### src/rtl/scl_div_pkg.sv
package scl_div_pkg;
    localparam int unsigned CCR_W = 5;
    localparam int unsigned LEN_W = CCR_W + 2;

    typedef logic [LEN_W-1:0] len_t;

    typedef struct packed {
        logic valid;
        len_t lo_len;
        len_t hi_len;
    } scl_cfg_t;

    typedef struct packed {
        logic run;
        logic scl;
        logic rise;
        logic fall;
        logic err;
        len_t hi_len;
    } scl_state_t;
endpackage

### src/rtl/scl_cfg_decode.sv
module scl_cfg_decode
    import scl_div_pkg::*;
#(
    parameter int unsigned STD_MIN      = 5,
    parameter int unsigned FAST_MIN     = 3,
    parameter int unsigned STD_SHIFT    = 2,
    parameter int unsigned FAST_SHIFT   = 1,
    parameter bit          SPECIAL_EN   = 1'b1,
    parameter int unsigned SPECIAL_CODE = 5,
    parameter int unsigned SPECIAL_HI   = 4,
    parameter int unsigned SPECIAL_LO   = 6
) (
    input  logic [CCR_W-1:0] ccr,
    input  logic             fast,
    output scl_cfg_t         cfg
);
    len_t base;
    len_t half_len;
    logic special_hit;

    assign base = len_t'(ccr);

    generate
        if (SPECIAL_EN) begin : g_special
            assign special_hit = fast && (ccr == CCR_W'(SPECIAL_CODE));
        end else begin : g_no_special
            assign special_hit = 1'b0;
        end
    endgenerate

    always_comb begin
        half_len   = fast ? (base << FAST_SHIFT) : (base << STD_SHIFT);
        cfg.valid  = fast ? (ccr >= CCR_W'(FAST_MIN)) : (ccr >= CCR_W'(STD_MIN));
        cfg.lo_len = special_hit ? len_t'(SPECIAL_LO) : half_len;
        cfg.hi_len = special_hit ? len_t'(SPECIAL_HI) : half_len;
    end

    // a legal setting never yields an empty phase
    always_comb begin
        if (cfg.valid) begin
            a_len_nonzero_r2: assert (cfg.lo_len != '0 && cfg.hi_len != '0);
        end
    end
endmodule

### src/rtl/scl_phase_timer.sv
module scl_phase_timer
    import scl_div_pkg::*;
(
    input  logic clk,
    input  logic rst_n,
    input  logic load,
    input  len_t load_val,
    output logic done
);
    len_t cnt_d, cnt_q;

    always_comb begin
        cnt_d = cnt_q;
        if (load) begin
            cnt_d = load_val;
        end else if (cnt_q != '0) begin
            cnt_d = cnt_q - len_t'(1);
        end
    end

    always_ff @(posedge clk or negedge rst_n) begin
        if (!rst_n) begin
            cnt_q <= '0;
        end else begin
            cnt_q <= cnt_d;
        end
    end

    assign done = (cnt_q == '0);

    // a running phase shortens by exactly one clock per cycle
    p_count_down_r2: assert property (@(posedge clk) disable iff (!rst_n)
        (!load && cnt_q != '0) |=> (cnt_q == $past(cnt_q) - len_t'(1)));

    // an idle timer stays at zero until reloaded
    p_zero_holds_r3: assert property (@(posedge clk) disable iff (!rst_n)
        (!load && cnt_q == '0) |=> (cnt_q == '0));
endmodule

### src/rtl/scl_clk_div.sv
module scl_clk_div
    import scl_div_pkg::*;
#(
    parameter int unsigned STD_MIN      = 5,
    parameter int unsigned FAST_MIN     = 3,
    parameter int unsigned SPECIAL_CODE = 5,
    parameter int unsigned SPECIAL_HI   = 4,
    parameter int unsigned SPECIAL_LO   = 6
) (
    input  logic             clk,
    input  logic             rst_n,
    input  logic             en_i,
    input  logic [CCR_W-1:0] ccr_i,
    input  logic             fast_i,
    output logic             scl_o,
    output logic             rise_o,
    output logic             fall_o,
    output logic             err_o
);
    scl_cfg_t   cfg;
    scl_state_t st_d, st_q;
    logic       tmr_load;
    len_t       tmr_val;
    logic       tmr_done;

    scl_cfg_decode #(
        .STD_MIN      (STD_MIN),
        .FAST_MIN     (FAST_MIN),
        .STD_SHIFT    (2),
        .FAST_SHIFT   (1),
        .SPECIAL_EN   (1'b1),
        .SPECIAL_CODE (SPECIAL_CODE),
        .SPECIAL_HI   (SPECIAL_HI),
        .SPECIAL_LO   (SPECIAL_LO)
    ) u_decode (
        .ccr  (ccr_i),
        .fast (fast_i),
        .cfg  (cfg)
    );

    scl_phase_timer u_timer (
        .clk      (clk),
        .rst_n    (rst_n),
        .load     (tmr_load),
        .load_val (tmr_val),
        .done     (tmr_done)
    );

    always_comb begin
        st_d      = st_q;
        st_d.rise = 1'b0;
        st_d.fall = 1'b0;
        st_d.err  = en_i && !cfg.valid;
        tmr_load  = 1'b0;
        tmr_val   = '0;

        if (!en_i || !cfg.valid) begin
            st_d.run  = 1'b0;
            st_d.scl  = 1'b1;
            st_d.rise = !st_q.scl;
        end else if (!st_q.run) begin
            st_d.run    = 1'b1;
            st_d.scl    = 1'b0;
            st_d.fall   = 1'b1;
            st_d.hi_len = cfg.hi_len;
            tmr_load    = 1'b1;
            tmr_val     = cfg.lo_len - len_t'(1);
        end else if (tmr_done) begin
            if (!st_q.scl) begin
                st_d.scl  = 1'b1;
                st_d.rise = 1'b1;
                tmr_load  = 1'b1;
                tmr_val   = st_q.hi_len - len_t'(1);
            end else begin
                st_d.scl    = 1'b0;
                st_d.fall   = 1'b1;
                st_d.hi_len = cfg.hi_len;
                tmr_load    = 1'b1;
                tmr_val     = cfg.lo_len - len_t'(1);
            end
        end
    end

    always_ff @(posedge clk or negedge rst_n) begin
        if (!rst_n) begin
            st_q <= '{run: 1'b0, scl: 1'b1, rise: 1'b0, fall: 1'b0,
                      err: 1'b0, hi_len: '0};
        end else begin
            st_q <= st_d;
        end
    end

    assign scl_o  = st_q.scl;
    assign rise_o = st_q.rise;
    assign fall_o = st_q.fall;
    assign err_o  = st_q.err;

    // strobes mark real transitions of the SCL level
    p_rise_edge_r10: assert property (@(posedge clk) disable iff (!rst_n)
        rise_o |-> (scl_o && !$past(scl_o)));
    p_fall_edge_r10: assert property (@(posedge clk) disable iff (!rst_n)
        fall_o |-> (!scl_o && $past(scl_o)));
    p_strobe_excl_r10: assert property (@(posedge clk) disable iff (!rst_n)
        !(rise_o && fall_o));

    // a refused setting keeps SCL released
    p_err_released_r5: assert property (@(posedge clk) disable iff (!rst_n)
        err_o |-> (scl_o && !fall_o));

    // dropping the enable releases SCL on the next clock
    p_disable_release_r7: assert property (@(posedge clk) disable iff (!rst_n)
        !en_i |=> (scl_o && !fall_o && !err_o));
endmodule

### config.mk
export PLATFORM = sky130hd
export DESIGN_NAME = scl_clk_div
export DESIGN_NICKNAME = d
export VERILOG_FILES = /design/src/rtl/scl_div_pkg.sv /design/src/rtl/scl_cfg_decode.sv /design/src/rtl/scl_phase_timer.sv /design/src/rtl/scl_clk_div.sv
export SDC_FILE = /design/constraint.sdc
export NUM_CORES = 1
export LEC_CHECK = 0
export CORE_UTILIZATION = 50
export DETAILED_ROUTE_END_ITERATION = 7
export PLACE_DENSITY_LB_ADDON = 0.05
export SLEW_MARGIN = 20
export SYNTH_ARGS = -nofsm -noshare
export SYNTH_HDL_FRONTEND = slang
export SYNTH_SLANG_ARGS = --single-unit
### constraint.sdc
create_clock -name clk -period 2.1 [get_ports clk]
set_clock_uncertainty 0.1 [all_clocks]
set_input_delay 0.21 -clock clk [delete_from_list [all_inputs] [get_ports clk]]
set_output_delay 0.21 -clock clk [all_outputs]
set_load 0.05 [all_outputs]
# == Word level (Yosys, flattened, before mapping) ==
# Cells that the tools add are included.
# op_classes
n_bitwise,1
magnitude_cmp,2
add_sub_neg,3
eq_ne,4
mul,0
muxes,24
reduce_logical,10
shifts,0
div,0
# op_table
operator,count
2-to-1 mux 7 bit,12
"subtractor 7 x 1 -> 7 bit, second input constant",3
2-to-1 mux 1 bit,10
zero test 7 bit,1
nonzero test 7 bit,1
2-to-1 mux 3 bit,2
"== test 5 x 3 -> 1 bit, second input constant",1
"greater-or-equal comparator 5 x 2 -> 1 bit, second input constant",1
"greater-or-equal comparator 5 x 3 -> 1 bit, second input constant",1
zero test 1 bit,3
"!= test 3 x 1 -> 1 bit, second input constant",1
AND reduction 3 bit,1
logical AND 1 bit,2
"!= test 2 x 1 -> 1 bit, second input constant",1
"!= test 2 bit, second input constant",1
nonzero test 2 bit,1
logical OR 1 bit,1
inverter 1 bit,1
# word_totals
output_inout_bits,4
wordCells,51
mem_bits_ro,0
mem_count,0
ff_bits,19
inputBits,9
ram_bits,0
latch_bits,0

# == Depth between registers and ports, before layout ==
# depth
ltp_word,9
mapped_depth,10
depth_no_buf,10

# == Cells and area by module ==
# From an unflattened synthesis, not the netlist that was laid out.
# hier_totals
hier_cells,145
area_unflattened_um2,1365.1
# by_module_without_submodules
mod,cells_each,area_each_um2,seq_area_each_um2,n_inst
scl_clk_div,78,750.7,301.5,1
scl_phase_timer,43,434.2,175.2,1
scl_cfg_decode,24,180.2,0.0,1

# == Worst setup path before layout ==
# No wires, ideal clock.
# synth_timing
path_type,flip-flop to flip-flop
start,reg u_timer.cnt_q[0]
end,reg u_timer.cnt_q[1]
synth_period_minus_slack_ns,1.954
slack_ns,0.146
path_buffers,0
setup_time_ns,0.101
arrival_ns,1.753
path_stages_with_launch,8
required_ns,1.899
cell_sequence,dfrtp_1 > inv_1 > ha_1 > or3b_4 > or4_4 > o21ai_1 > a21oi_1 > o32ai_1
# synth_between
elab_chain_cells,5
word_cells_on_any_way,12
classes_between,1 x add/sub; 8 x mux; 3 x reduce/logical
# synth_rtl
element,line_no,source
from (decl),scl_phase_timer.sv:10,"len_t cnt_d, cnt_q;"
from (signal assigned),scl_phase_timer.sv:25,cnt_q <= cnt_d;
"parallel branches: the longest is 5 deep, another holds subtractor 7 x 1 -> 7 bit",--,
# Several ways; the timed one is not identified. The select of a mux whose other input is x is not followed.
# A chain may end at the register's enable or synchronous reset.

# == Worst setup path after layout ==
# layout_timing
start,reg u_timer.cnt_q[1]
end,reg st_q[6] in the netlist's numbering
# layout_between
elab_chain_cells,3
# layout_rtl
element,line_no,source
zero test 7 bit,scl_phase_timer.sv:29,assign done = (cnt_q == '0);
!= test 2 x 1 -> 1 bit (no line),--,
AND reduction 3 bit (no line),--,
to (signal assigned),scl_clk_div.sv:86,"st_q <= '{run: 1'b0, scl: 1'b1, rise: 1'b0, fall: 1'b0,"
to (signal assigned),scl_clk_div.sv:89,st_q <= st_d;
to (decl),scl_clk_div.sv:21,"scl_state_t st_d, st_q;"
# No other way between the ends.

==> impl_metrics.env <==
export IMPL_rsz0062_at_grt="true"
export IMPL_cts_root_buf="clkbuf_4"
export IMPL_ioPinCount=13
export IMPL_hold_viol_final=0
export IMPL_maxCapViolations=0
export IMPL_vdd_drop_max_uv=538.7
export IMPL_postSynthAreaPerCell_um2=8.918
export IMPL_cp_top_family="simple AND/OR/NAND/NOR gates"
export IMPL_clkTransAtPathRegs_ns=0.11
export IMPL_critPathSlowestCell="or3b_4"
export IMPL_gr_total_overflow=0
export IMPL_drive_gt1_share_pct=27.17
export IMPL_synth_edf_count=0
export IMPL_final_max_slew_violation_count=0
export IMPL_dp_cells=196
export IMPL_insertion_delay_ns=0.30
export IMPL_netlist_instances=133
export IMPL_area_growth_pct=33.44
export IMPL_ctsLongestPathBuffers=2
export IMPL_timing_hold_ws_ns=0.1042
export IMPL_setup_violations=0
export IMPL_final_cells=201
export IMPL_drt_pass1_iter_count=6
export IMPL_core_area_um2=2233
export IMPL_dpl_cell_area_um2=1523
export IMPL_yosysSeqAreaShare_pct=38.08
export IMPL_grt_pass1_vias=1083
export IMPL_ys_ff_latch=18
export IMPL_wl_per_cell_um=14.77
export IMPL_r2r_end="st_q[6]"
export IMPL_worst_pin_slew_ns=0.5402
export IMPL_io_buffer_count=12
export IMPL_drc=0
export IMPL_grt_max_degree=11
export IMPL_hp_class="input port to async pin"
export IMPL_syn_area_um2=1186
export IMPL_grt_antenna_before_repair=0
export IMPL_cp_max_fo=8
export IMPL_grtUsageTotal_pct=26.68
export IMPL_die_y_um=50.71
export IMPL_reg2reg_from="u_timer.cnt_q[1]"
export IMPL_vias_per_cell=5.672
export IMPL_die_area_um2=2571
export IMPL_required_ns=2.20
export IMPL_path_buf_inv=1
export IMPL_critPathKind="flip-flop to flip-flop"
export IMPL_grt_pass1_wl_mm=5.057
export IMPL_synth_top_area_cell="dfrtp_1"
export IMPL_final_util_pct=70.87
export IMPL_relSlewSlack_pct=63.85
export IMPL_slowest_delay_ns=0.42
export IMPL_r2r_cells=6
export IMPL_p_seq_share_pct=42.9
export IMPL_ys_flop_type="dfrtp_1"
export IMPL_cts_buffers=3
export IMPL_ant_nets=0
export IMPL_syn_nets=145
export IMPL_start_util_pct=53.11
export IMPL_synth_top_area_share_pct=35.86
export IMPL_die_w_um=50.71
export IMPL_cp_start_kind="flip-flop"
export IMPL_tritoncts="done"
export IMPL_drt_first_iter_violations=26
export IMPL_row_count=17
export IMPL_ys_top_cells_by_count="17 x dfrtp_1, 17 x nor2_1, 12 x nand2_1, 9 x a21oi_1, 8 x inv_1"
export IMPL_place_gp_congestion=0.9069
export IMPL_p_comb_share_pct=42.1
export IMPL_cp_data_arrival_time_ns=2.16
export IMPL_postSynth_asyncResetShare_pct=100.0
export IMPL_synthTopCellsByArea="dfrtp_1 36%, nor2_1 5.4%, a21oi_1 3.8%, nand2_1 3.8%, xnor2_1 3.7%"
export IMPL_reg2reg_slack_ns=0.04
export IMPL_hpwl_mm=2.310
export IMPL_p_leak_uw=0.0007081
export IMPL_cp_cell_sequence="inv_2 -> ha_4 -> or3b_4 -> and4bb_1 -> o21a_4 -> mux2_4"
export IMPL_status="finished, final reports clean"
export IMPL_layout_nets=186
export IMPL_period_needed_ns=2.061
export IMPL_power_density_nw_per_um2=812.4
export IMPL_postCtsHoldBufs=0
export IMPL_power_total_uw=1286
export IMPL_finalCritPeriodShare_pct=98.15
export IMPL_swShare_pct=37.64
export IMPL_p_clk_share_pct=15.0
export IMPL_num_vias=1140
export IMPL_cp_end_kind="flip-flop"
export IMPL_p_switching_uw=483.9
export IMPL_diodes=0
export IMPL_final_area_um2=1583
export IMPL_internal_power_uw=801.9
export IMPL_htreeDepth=1
export IMPL_cts_sinks=18
export IMPL_max_freq_mhz=485.2
export IMPL_fillers=179
export IMPL_synth_distinct_cells=44
export IMPL_finalWirelength_mm=2.969
export IMPL_yosysWarningCount=0
==> power by group through the flow <==
stage	Combinational (uW)	Sequential, uW	Clock [uW]
2_1_floorplan	308	552	0
3_3_place_gp	483	545	0
3_5_place_dp	498	553	0
4_1_cts	501	544	198
5_1_grt	594	560	211
6_report	541	552	193
==> cells by family (layout without fill, tap and decap cells) <==
| group | after synthesis | after routing | share of synthesized area [%] |
|---|---|---|---|
| simple gates | 50 | 50 | 23.00 |
| compound gates | 34 | 34 | 19.41 |
| flops | 18 | 18 | 38.08 |
| buf+inv | 14 | 54 | 5.274 |
| xor+xnor | 10 | 10 | 7.384 |
| mux | 4 | 4 | 3.692 |
| fa+ha+maj | 3 | 3 | 3.165 |
==> layer usage <==
metal / GRT usage (%) / up-vias / wire length (um)
li1: - / 550 / -
met4: 9.259 / 0 / 55
met1: 35.92 / 531 / 1345
met5: 0 / - / 0
met2: 43.33 / 53 / 1384
met3: 3.939 / 6 / 183
==> area by class of cell <==
class                   instances  area [um2]  area share [%]
multi-input cells             101       691.9           43.72
flip-flops and latches         18       451.7           28.54
repair buffers                 41       344.1           21.74
well taps                      28       35.03           2.213
inverters                       9       33.78           2.134
clock buffers                   4       26.28           1.660
==> through the flow <==
step | setup slack (ns) | TNS, ns
final | 0.03888 | 0
after global routing | -0.02072 | -0.06853
after CTS | 0.008304 | 0
after detailed placement | -0.1619 | -0.6108
after global placement | -0.04209 | -0.09092
after floorplan | 0.1458 | 0
==> layout by cell type (no fill, tap or decap), types with 2 or more instances in the layout <==
cell / instances
a21oi_1: 9
a22oi_1: 2
a31oi_1: 2
buf_4: 28
clkbuf_4: 3
clkdlybuf4s50_1: 11
dfrtp_1: 17
ha_1: 2
inv_1: 6
inv_2: 3
mux2_4: 2
nand2_1: 12
nand2b_1: 2
nor2_1: 17
nor2b_1: 2
nor3_1: 5
nor3b_1: 2
o21ai_0: 4
o21ai_1: 3
o22ai_1: 4
o32ai_1: 2
xnor2_1: 5
xor2_1: 5
==> what timing repair did <==
item                                    4_1_cts  5_1_grt
endpoints found under the setup margin        0       11
setup buffers                                 0        1
resized for setup                             0        8
==> state kept, by name, summed over array words and instances, names as in the netlist <==
signal / flops
u_timer.cnt_q: 7
scl_o: 1
fall_o: 1
err_o: 1
st_q: 7
rise_o: 1
==> worst max path at each step <==
| stage | from | end | slack, ns | cells past startpoint |
|---|---|---|---|---|
| after floorplan | u_timer.cnt_q[0] | u_timer.cnt_q[1] | 0.15 | 7 |
| after global placement | fast_i | u_timer.cnt_q[5] | -0.04 | 9 |
| after detailed placement | fast_i | u_timer.cnt_q[5] | -0.16 | 9 |
| after CTS | u_timer.cnt_q[1] | st_q[3] | 0.008 | 6 |
| after global routing | u_timer.cnt_q[1] | st_q[5] | -0.02 | 8 |
| final | u_timer.cnt_q[1] | st_q[6] | 0.04 | 6 |
(Power assumes the default switching activity.)
